<file path="config.mk">
export PLATFORM = sky130hd
export DESIGN_NAME = irq_level_encoder
export DESIGN_NICKNAME = d
export VERILOG_FILES = /design/src/rtl/irqenc_pkg.sv /design/src/rtl/irqenc_prio.sv /design/src/rtl/irqenc_regs.sv /design/src/rtl/irq_level_encoder.sv
export SDC_FILE = /design/constraint.sdc
export NUM_CORES = 1
export LEC_CHECK = 0
export ABC_AREA = 1
export BUFFER_PORTS_ARGS = -buffer_cell sky130_fd_sc_hd__buf_4
export CAP_MARGIN = 20
export CORE_MARGIN = 3
export CORE_UTILIZATION = 45
export CTS_BUF_LIST = sky130_fd_sc_hd__clkbuf_8
export CTS_CLUSTER_DIAMETER = 30
export DETAILED_ROUTE_END_ITERATION = 16
export GPL_TIMING_DRIVEN = 0
export PLACE_DENSITY = 0.72
export SLEW_MARGIN = 20
export SYNTH_ARGS = -nofsm -noshare
export SYNTH_HDL_FRONTEND = slang
export SYNTH_SLANG_ARGS = --single-unit
</file>
<file path="constraint.sdc">
create_clock -name clk -period 1.3 [get_ports clk]
set_input_delay 0 -clock clk [delete_from_list [all_inputs] [get_ports clk]]
set_output_delay 0 -clock clk [all_outputs]
set_load 0.01 [all_outputs]
</file>
<file path="src/rtl/irqenc_pkg.sv">
package irqenc_pkg;
  localparam int unsigned OFS_MASK = 'h00;
  localparam int unsigned OFS_PWR  = 'h30;
  localparam int unsigned OFS_VER  = 'h32;
  localparam int unsigned OFS_PORT = 'h36;

  // pending-vector bit owned by the request line of a given priority level
  function automatic int unsigned lvl_to_bit(int unsigned lvl);
    case (lvl)
      0:  return 11;
      1:  return 9;
      2:  return 8;
      3:  return 12;
      4:  return 10;
      5:  return 6;
      6:  return 5;
      7:  return 4;
      8:  return 7;
      9:  return 14;
      10: return 13;
      11: return 0;
      default: return 15;
    endcase
  endfunction
endpackage

</file>
<file path="src/rtl/irqenc_prio.sv">
module irqenc_prio
  import irqenc_pkg::*;
#(
  parameter int N_SRC  = 13,
  parameter int DATA_W = 16,
  parameter int LVL_W  = 4
) (
  input  logic              clk,
  input  logic              rst_n,
  input  logic [N_SRC-1:0]  req,
  input  logic [DATA_W-1:0] mask,
  output logic [LVL_W-1:0]  level
);
  localparam logic [LVL_W-1:0] IDLE = {LVL_W{1'b1}};

  logic [DATA_W-1:0] pending;
  logic [N_SRC-1:0]  elig;
  logic [LVL_W-1:0]  win;

  always_comb begin
    pending = '0;
    for (int i = 0; i < N_SRC; i++) pending[lvl_to_bit(i)] = req[i];
  end

  generate
    for (genvar g = 0; g < N_SRC; g++) begin : g_elig
      localparam int unsigned B = lvl_to_bit(g);
      assign elig[g] = pending[B] & mask[B];
    end
  endgenerate

  always_comb begin
    win = IDLE;
    for (int i = N_SRC - 1; i >= 0; i--)
      if (elig[i]) win = LVL_W'(i);
  end

  always_ff @(posedge clk or negedge rst_n) begin
    if (!rst_n) level <= '0;
    else        level <= win ^ IDLE;
  end

  assert_top_wins_R2: assert property (@(posedge clk) disable iff (!rst_n)
    elig[0] |=> level == IDLE);
  assert_idle_zero_R3: assert property (@(posedge clk) disable iff (!rst_n)
    !(|req) |=> level == '0);
endmodule

</file>
<file path="src/rtl/irqenc_regs.sv">
module irqenc_regs
  import irqenc_pkg::*;
#(
  parameter int              DATA_W  = 16,
  parameter int              ADDR_W  = 6,
  parameter logic [DATA_W-1:0] VERSION = 16'h0010
) (
  input  logic              clk,
  input  logic              rst_n,
  input  logic              en,
  input  logic              we,
  input  logic [ADDR_W-1:0] addr,
  input  logic [DATA_W-1:0] wdata,
  output logic [DATA_W-1:0] rdata,
  output logic [DATA_W-1:0] mask_q,
  output logic [DATA_W-1:0] port_q,
  output logic              shut_q
);
  localparam logic [ADDR_W-1:0] A_MASK = ADDR_W'(OFS_MASK);
  localparam logic [ADDR_W-1:0] A_PWR  = ADDR_W'(OFS_PWR);
  localparam logic [ADDR_W-1:0] A_VER  = ADDR_W'(OFS_VER);
  localparam logic [ADDR_W-1:0] A_PORT = ADDR_W'(OFS_PORT);

  logic wr, rd;
  assign wr = en & we;
  assign rd = en & ~we;

  always_ff @(posedge clk or negedge rst_n) begin
    if (!rst_n) begin
      mask_q <= '0;
      port_q <= '0;
      shut_q <= 1'b0;
    end else begin
      if (wr && addr == A_MASK) mask_q <= wdata;
      if (wr && addr == A_PORT) port_q <= wdata;
      shut_q <= wr && addr == A_PWR && wdata[0];
    end
  end

  always_comb begin
    rdata = '0;
    if (rd) begin
      case (addr)
        A_MASK:  rdata = mask_q;
        A_PORT:  rdata = port_q;
        A_VER:   rdata = VERSION;
        default: rdata = '0;
      endcase
    end
  end

  assert_mask_hold_R4: assert property (@(posedge clk) disable iff (!rst_n)
    !(wr && addr == A_MASK) |=> $stable(mask_q));
  assert_port_hold_R5: assert property (@(posedge clk) disable iff (!rst_n)
    !(wr && addr == A_PORT) |=> $stable(port_q));
  assert_pulse_fire_R6: assert property (@(posedge clk) disable iff (!rst_n)
    (wr && addr == A_PWR && wdata[0]) |=> shut_q);
  assert_pulse_quiet_R6: assert property (@(posedge clk) disable iff (!rst_n)
    !(wr && addr == A_PWR) |=> !shut_q);
  assert_ver_read_R7: assert property (@(posedge clk) disable iff (!rst_n)
    (rd && addr == A_VER) |-> rdata == VERSION);
endmodule

</file>
<file path="src/rtl/irq_level_encoder.sv">
module irq_level_encoder #(
  parameter int                N_SRC   = 13,
  parameter int                DATA_W  = 16,
  parameter int                ADDR_W  = 6,
  parameter logic [DATA_W-1:0] VERSION = 16'h0010,
  localparam int               LVL_W   = $clog2(N_SRC + 1)
) (
  input  logic              clk,
  input  logic              rst_n,
  input  logic [N_SRC-1:0]  irq_req,
  input  logic              bus_en,
  input  logic              bus_we,
  input  logic [ADDR_W-1:0] bus_addr,
  input  logic [DATA_W-1:0] bus_wdata,
  output logic [DATA_W-1:0] bus_rdata,
  output logic [DATA_W-1:0] out_port,
  output logic              shutdown_pulse,
  output logic [LVL_W-1:0]  irq_level
);
  logic [DATA_W-1:0] mask;

  irqenc_regs #(.DATA_W(DATA_W), .ADDR_W(ADDR_W), .VERSION(VERSION)) u_regs (
    .clk(clk), .rst_n(rst_n), .en(bus_en), .we(bus_we), .addr(bus_addr),
    .wdata(bus_wdata), .rdata(bus_rdata), .mask_q(mask), .port_q(out_port),
    .shut_q(shutdown_pulse)
  );

  irqenc_prio #(.N_SRC(N_SRC), .DATA_W(DATA_W), .LVL_W(LVL_W)) u_prio (
    .clk(clk), .rst_n(rst_n), .req(irq_req), .mask(mask), .level(irq_level)
  );

  assert_reset_clear_R9: assert property (@(posedge clk)
    $rose(rst_n) |-> (irq_level == '0 && out_port == '0 && !shutdown_pulse));
endmodule

</file>
After elaboration in Yosys (flattened, before gate mapping)
Index checks and enable logic that the tools add are counted.
{"block": "totals", "register_bits": 37, "inputBits": 39}
{"block": "op_classes", "eq_ne": 3, "muxes": 15, "bitwise": 17, "reduce_logical": 5}
{"operator": "$mux 4", "n": 12}
{"operator": "$pmux 16 s3", "n": 1}
{"operator": "$eq 6x6->1 const B", "n": 3}
{"operator": "$mux 16", "n": 1}
{"operator": "$and 1x1->1", "n": 15}
{"operator": "$logic_not 6->1", "n": 1}
{"operator": "$logic_and 1x1->1", "n": 4}
{"operator": "$not 4->4", "n": 1}
{"operator": "$mux 2", "n": 1}
{"operator": "$not 1->1", "n": 1}

Depth between registers and ports, before layout
Gate-level depths: netlist (run 1).
{"block": "logic_depth", "depth_word": 15, "depth_mapped": 14, "mapped_depth_nobuf": 14}

Hierarchy
Synthesis (run 1) repeated with hierarchy kept, for this count alone.
{"block": "unflattened", "hier_cells": 243, "hier_area_um2": 2107.0}
{"module": "irqenc_regs", "instances": 1, "cells_each": 198, "area_per_inst_um2": 1824.2, "seq_area_each_um2": 825.8}
{"module": "irqenc_prio", "instances": 1, "cells_each": 45, "area_per_inst_um2": 282.8, "seq_area_each_um2": 100.1}

Worst setup path after synthesis (run 1)
Ideal clock, no wire load.
{"block": "synth_timing", "path_type": "reg-to-reg", "startpoint": "register u_regs.mask_q[15]", "endpoint": "register u_prio.level[1]", "t_arrival_ps": 990, "t_required_ps": 1173, "slack_ps": 183, "stages_incl_launch_ff": 8, "path_buffers": 0, "cell_sequence": "dfrtp_1 -> nand2_1 -> inv_1 -> nand2_1 -> a21oi_1 -> o21bai_1 -> a31oi_1 -> or2_2"}
{"block": "synth_between", "elab_chain_len": 15}
{"element": "from (decl)", "line": "irqenc_regs.sv:15", "text": "output logic [DATA_W-1:0] mask_q,"}
{"element": "from (signal assigned)", "line": "irqenc_regs.sv:34", "text": "if (wr && addr == A_MASK) mask_q <= wdata;"}
{"element": "$and 1x1->1", "line": "irqenc_prio.sv:28", "text": "assign elig[g] = pending[B] & mask[B];"}
{"element": "$mux 2", "line": "irqenc_prio.sv:35", "text": "if (elig[i]) win = LVL_W'(i);"}
{"element": "$mux 4 (12 in series)", "line": "irqenc_prio.sv:35"}
{"element": "$not 4->4 (no source line)"}
{"element": "to (signal assigned)", "line": "irqenc_prio.sv:40", "text": "else level <= win ^ IDLE;"}
{"element": "to (decl)", "line": "irqenc_prio.sv:12", "text": "output logic [LVL_W-1:0] level"}
Every way passes these cells.
A chain may end at the register's enable or synchronous reset.

Final worst setup path (run 1)
{"block": "layout_timing", "startpoint": "register u_regs.port_q[4]", "endpoint": "output port bus_rdata[4]"}
{"block": "layout_between", "elab_chain_len": 2}
{"element": "from (decl)", "line": "irqenc_regs.sv:16", "text": "output logic [DATA_W-1:0] port_q,"}
{"element": "from (signal assigned)", "line": "irqenc_regs.sv:35", "text": "if (wr && addr == A_PORT) port_q <= wdata;"}
{"element": "$pmux 16 s3", "line": "irqenc_regs.sv:43", "text": "case (addr)"}
{"element": "$mux 16", "line": "irqenc_regs.sv:42", "text": "if (rd) begin"}
{"element": "to (decl)", "line": "irq_level_encoder.sv:15", "text": "output logic [DATA_W-1:0] bus_rdata,"}
Every way passes these cells.

==> reports/metrics.cfg, run 1 <==
[layout]
nNetsFinal=373
nFillCells=316
area_delta_synth_final_pct=54.6
final_core_util_pct=75.6
layout-drive-gt1-share_pct=35.2
antennaDiodeCount=0
final_cell_area_mm2=0.00289

[yosys]
synth_cell_type_count=20
synth-simple-area-share_pct=22.3
syn_area_mm2=0.00187
ys_seq_area_share_pct=49.5
synth_fa_ha_area_share_pct=0
syn_nets=261
ys_ff_latch=37
yosysWarnings=0
synth_top_family_by_area=simple AND/OR/NAND/NOR gates
synthMuxAreaShare_pct=0
syn_area_per_cell_um2=8.43
yosysTopAreaCellShare_pct=49.5
syn_inst=222
synth_xor_area_share_pct=0
yosys.area.top_type=dfrtp_1
synth_compound_area_share_pct=20.0
synthTopCellsByArea=dfrtp_1 (49%), nand2_1 (14%), o21ai_2 (7.5%)

[cts]
tritoncts=built
cts_root_buf=clkbuf_8
cts.sinks=37
cts_max_level=2
clk_path_buf_depth=2
clkTransAtPathRegs_ns=0.07
numCtsBuffers=5
clk_latency_ns=0.30

[place]
portBuffers=75
finalWeightedCongestion=0.818
hpwl_um=3730
dpl_cell_area_mm2=0.00249

[detailed_routing]
drc=0
drt_iter0_drc=103
antenna_left=0
vias_per_cell=4.98
wl_um=5620
first_pass_iters=4
routedWlPerCell_um=14.7
vias=1909

[die]
fp.coreArea_mm2=0.00383
fp.dieArea_mm2=0.00497
ios=76
start_util_pct=48.9
die_height_um=70.5
die_w_um=70.5
rows=22

[timing]
setup_viol=0
fin_crit_ns=1.24
slew_headroom_pct=63.6
finalHoldViolCount=0
skew_ns=0.00467
worst_pin_slew_ns=0.547
period_share_pct=95.1
finalSetupTns_ns=0
slew_violations=0
max_freq_ghz=0.809
rsz0062_at_grt=false

[global_route]
grt_use_total_pct=22.8
grt-ovfl-total=0
grt_pass1_wl_um=8690
grt_max_degree=38
antenna_found_initial=0
grt_pass1_vias=1819

[power]
fin_total_pwr_w=0.00291
leakagePower_nw=1.57
power.density_mw_per_mm2=1010
peakVddDrop_v=0.000833

[worst_setup_path]
cp.arrival_ns=1.24
worstPathMaxFanout=3
critPathKind=reg2out
end_kind=primary output
crit_path_start_kind=flop
required_ns=1.30

[outcome]
outcome=finished, final reports clean

[run]
drv_cap=0

[min_path]
hold_path.class=in2reg

==> sequential cells by signal, indices dropped and copies added, names as in the netlist <==
signal and flops:
u_regs.shut_q 1, u_regs.port_q 16, u_prio.level 4, u_regs.mask_q 16
==> worst max-delay path, stage by stage (launching register included) <==
cell and delay [ns]:
dfrtp_1 0.41, a22oi_1 0.18, o21ai_0 0.11, nand2_1 0.07, inv_1 0.03, buf_4 0.13
==> through the flow <==
| step | hold WS [ns] | worst slack [ns] | instances |
|---|---|---|---|
| after floorplan | -0.296 | 0.183 | 222 |
| after global placement | -0.0104 | -0.00455 | 345 |
| after detailed placement | -0.0142 | -0.0124 | 345 |
| after CTS | 0.0112 | 0.0685 | 377 |
| after global routing | 0.0561 | 0.00787 | 383 |
| final | 0.0181 | 0.0639 | 383 |
==> routing by layer <==
metal	wire length, um	track usage (%)	up-vias
met5	0	0	-
met4	55	7.02	0
met3	295	5.18	6
met2	2800	37.0	53
met1	2460	30.3	907
li1	-	-	943
==> placed cells by master, fill, tap and decap left out, types with 6 or more instances in the layout <==
cell type / netlist / final
dfrtp_1: 37 / 37
o21ai_2: 16 / 16
buf_4: 0 / 84
a22oi_1: 16 / 16
nand2_1: 71 / 71
inv_1: 22 / 23
nor2_1: 21 / 21
dlygate4sd3_1: 0 / 22
clkbuf_8: 0 / 6
o21ai_0: 19 / 19
==> cell type report <==
cell class	instances	area [um2]	share of cell area, %
Sequential cell	37	926	32.0
Multi-Input combinational cell	153	792	27.4
Buffer	9	70.1	2.42
Inverter	23	86.3	2.98
Clock inverter	2	33.8	1.17
Tap cell	48	60.1	2.08
Timing Repair Buffer	105	843	29.1
Clock buffer	6	82.6	2.85
==> what timing repair did <==
action,CTS,global route
cloned,0,0
resized for setup,0,2
buffers inserted,2,6
hold endpoints to repair,57,0
pin swaps,1,0
setup endpoints to repair,2,11
hold buffers,22,0
==> report_power, final <==
group | internal (W) | leakage [nW] | total, W | switching, W
registers | 0.00126 | 0.501 | 0.00134 | 0.0000731
clock network | 0.000617 | 0.0626 | 0.00103 | 0.000414
logic | 0.000297 | 1.00 | 0.000548 | 0.000251
==> cells by family (layout without fill, tap and decap cells) <==
family / Yosys count / count (layout)
AND/OR/NAND/NOR: 99 / 99
AO/OA/AOI/OAI: 54 / 54
flip-flops: 37 / 37
buffers and inverters: 32 / 145
==> worst paths after layout <==
kind | end | startpoint | slack (ns) | depth (start not counted)
worst max-delay path | bus_rdata[4] | u_regs.port_q[4] | 0.06 | 5
worst min-delay path | u_prio.level[0] | irq_req[2] | 0.02 | 5
worst max register to register | u_prio.level[1] | u_regs.mask_q[7] | 0.10 | 5
worst min register to register | u_regs.mask_q[1] | u_regs.mask_q[1] | 0.50 | 2
max in group asynchronous | u_regs.mask_q[2] | rst_n | 0.77 | 2
min in group asynchronous | u_regs.port_q[10] | rst_n | 0.20 | 2
==> synthesized netlist by cell type <==
master and n:
inv_1 22, or2_2 1, nand2_1 71, nor3b_4 1, inv_2 1, nand3b_4 1
o21ai_2 16, nor4_1 1, a21oi_1 1, buf_2 3, clkbuf_1 2, o21ai_0 19
nand2_4 1, dfrtp_1 37, buf_6 4, a22oi_1 16, o21bai_1 1, nand3_1 2
nor2_1 21, a31oi_1 1
Note: power is estimated with default switching activity, not from simulation.
==> run 2, diff against run 1 <==
GPL_ROUTABILITY_DRIVEN = 0   (was unset)
REMOVE_ABC_BUFFERS = 1   (was unset)
==> run 2 against run 1 <==
Compared with the run above: sequential power about the same; wire length fell by 12%; total power down 0.62%; die area is the same; clock-buffer cell count unchanged; clock skew grew 0.0027 ns; cell area shrank 2.4%; worst hold slack gained 0.013 ns; clock power about the same; maximum frequency fell by 1.2%; via count fell by 5.1%; combinational power down 1%; largest cell class unchanged.
==> reports/metrics.cfg, run 2 (same netlist as run 1, synthesis figures left out) <==
[outcome]
outcome=finished, final reports clean

[timing]
worst_pin_slew_ns=0.510  ; -0.0364 ns
slew_headroom_pct=65.9  ; +2.4 points
slew_violations=0  ; unchanged
finalHoldViolCount=0  ; unchanged
fin_crit_ns=1.25  ; +0.0145 ns
setup_viol=0  ; unchanged
skew_ns=0.00737  ; +0.00270 ns
max_freq_ghz=0.800  ; -1.2%
period_share_pct=96.2  ; +1.1 points
finalSetupTns_ns=0  ; unchanged
rsz0062_at_grt=true

[cts]
numCtsBuffers=5  ; unchanged
clkTransAtPathRegs_ns=0.07  ; about the same
clk_path_buf_depth=2  ; unchanged
cts_root_buf=clkbuf_8
cts.sinks=37  ; unchanged
cts_max_level=2  ; unchanged
clk_latency_ns=0.29  ; about the same
tritoncts=built

[worst_setup_path]
worstPathMaxFanout=2  ; -1
worst-path-stages=5  ; unchanged
max_stage_delay_ns=0.58  ; +0.17 ns
critical_path.slowest_cell=dlygate4sd3_1
r2r_end=u_prio.level[1]
cp.arrival_ns=1.44  ; +0.20 ns
critPathTopFamily=buffers and inverters
required_ns=1.49  ; +0.19 ns
cp_common_cell=dlygate4sd3_1
critPathKind=in2reg
critPathBufInv=3  ; +1
rr_worst_depth=7  ; +2
end_kind=flop
crit_chain=buf_4 > dlygate4sd3_1 > nand2_1 > dlygate4sd3_1 > nor4_2
cp-endpoint=u_regs.shut_q
crit_start=bus_en
rr_startpoint=u_regs.mask_q[15]
r2r_setup_slack_ns=0.10  ; about the same
crit_path_start_kind=primary input

[place]
hpwl_um=3140  ; -16%
placed_cells=336  ; -2.6%
portBuffers=75  ; unchanged

[power]
p_comb_share_pct=18.7  ; about the same
power.density_mw_per_mm2=1030  ; +1.8%
p_seq_share_pct=46.1  ; +0.3 points
switchingPower_w=0.000723  ; -1.9%
clock_power_share_pct=35.2  ; -0.2 points
switching_share_pct=25.0  ; -0.34 points
internal-power_w=0.00217  ; -0.17%
peakVddDrop_v=0.000822  ; -1.3%
leakagePower_nw=1.53  ; -2.7%

[die]
fp.coreArea_mm2=0.00383  ; unchanged
rows=22  ; unchanged
die_height_um=70.5  ; unchanged
start_util_pct=48.9  ; unchanged
fp.dieArea_mm2=0.00497  ; unchanged
ios=76  ; unchanged
die_w_um=70.5  ; unchanged

[detailed_routing]
antenna_left=0  ; unchanged
wl_um=4920  ; -12%
routedWlPerCell_um=13.3  ; -9.6%
vias_per_cell=4.88  ; -2.0%
vias=1812  ; -5.1%
drt_iter0_drc=157  ; +52%
drc=0  ; unchanged
first_pass_iters=4  ; unchanged

[global_route]
grt_pass1_wl_um=8120  ; -6.6%
grt_pass1_vias=1785  ; -1.9%
antenna_found_initial=0  ; unchanged
grt_use_total_pct=20.7  ; -2.1 points
grt-ovfl-total=0  ; unchanged
grt_max_degree=38  ; unchanged

[layout]
instances_no_fill=371  ; -3.1%
area_delta_synth_final_pct=50.9
final_cell_mix=buf_4 (79), nand2_1 (68), dfrtp_1 (37), inv_1 (23), dlygate4sd3_1 (23)
layout_commonest_cell=buf_4
antennaDiodeCount=0  ; unchanged
nFillCells=310  ; -1.9%
nNetsFinal=361  ; -3.2%
reg.largest.list=u_regs.mask_q (16), u_regs.port_q (16), u_prio.level (4)
layout-drive-gt1-share_pct=34.4  ; -0.86 points

[run]
drv_cap=0  ; unchanged

[min_path]
hold_path.class=in2reg

[run 2: cell count changes in the layout (fill, tap and decap cells not counted), moves of 2 or more]
| cell | delta |
|---|---|
| buf_4 | -5 |
| nand2_2 | +2 |
| nand2_1 | -3 |
| clkbuf_1 | -2 |
| buf_2 | -2 |
| buf_6 | -4 |
[run 2: layout make-up]
cell class              instances  area [um2]  share of cell area (%)
flip-flops and latches         37         926                    32.8
repair buffers                102         823                    29.2
multi-input cells             153         811                    28.7
inverters                      23        87.6                    3.10
clock buffers                   6        82.6                    2.92
well taps                      48        60.1                    2.13
clock inverters                 2        33.8                    1.20
[run 2: worst reg2reg max path: stages, from the launching register on]
cell and delay (ns):
dfrtp_1 0.40, nand2_1 0.06, inv_1 0.05, nand2_2 0.06, a21oi_1 0.04, o21bai_1 0.12, a31oi_1 0.08, or2_2 0.27
[run 2: how the worst min path moves through the flow]
stage / start / endpoint / cells after the start
after floorplan: rst_n / u_prio.level[0] / 0
after global placement: rst_n / u_regs.port_q[15] / 1
after detailed placement: rst_n / u_regs.port_q[15] / 1
after CTS: irq_req[2] / u_prio.level[0] / 5
after global routing: irq_req[4] / u_prio.level[3] / 5
final: irq_req[2] / u_prio.level[0] / 5
[run 2: repair_timing]
action                     CTS  global route
hold endpoints to repair    55             0
buffers inserted             4             0
setup endpoints to repair   48            22
pin swaps                    1             2
resized for setup            1             5
hold buffers                23             0
[run 2: per-layer routing]
layer | global-route usage (%) | share of wire [%] | up-vias
li1 | - | - | 919
met1 | 26.4 | 41 | 824
met2 | 34.1 | 51 | 59
met3 | 4.89 | 6.8 | 10
met4 | 7.45 | 1.6 | 0
met5 | 0 | 0 | -
[run 2: stage by stage]
step	setup WS, ns	total power [W]	util (%)	area, um2	hold slack (ns)
6_report	0.0494	0.00290	73.8	2820	0.0314
3_3_place_gp	-0.578	0.00183	63.4	2430	-0.0147
2_1_floorplan	-0.00844	0.00157	-	1800	-0.296
4_1_cts	0.0380	0.00291	73.3	2810	0.0329
3_5_place_dp	-0.608	0.00184	63.4	2430	-0.00988
5_1_grt	-0.0627	0.00304	73.8	2820	0.0783
[run 2: power by group through the flow]
stage               Combinational [W]  Clock (W)  Sequential [W]
CTS                          0.000541    0.00104         0.00134
global route                 0.000602    0.00109         0.00135
finish                       0.000541    0.00102         0.00134
global placement             0.000475          0         0.00135
detailed placement           0.000483          0         0.00136
floorplan                    0.000187          0         0.00138
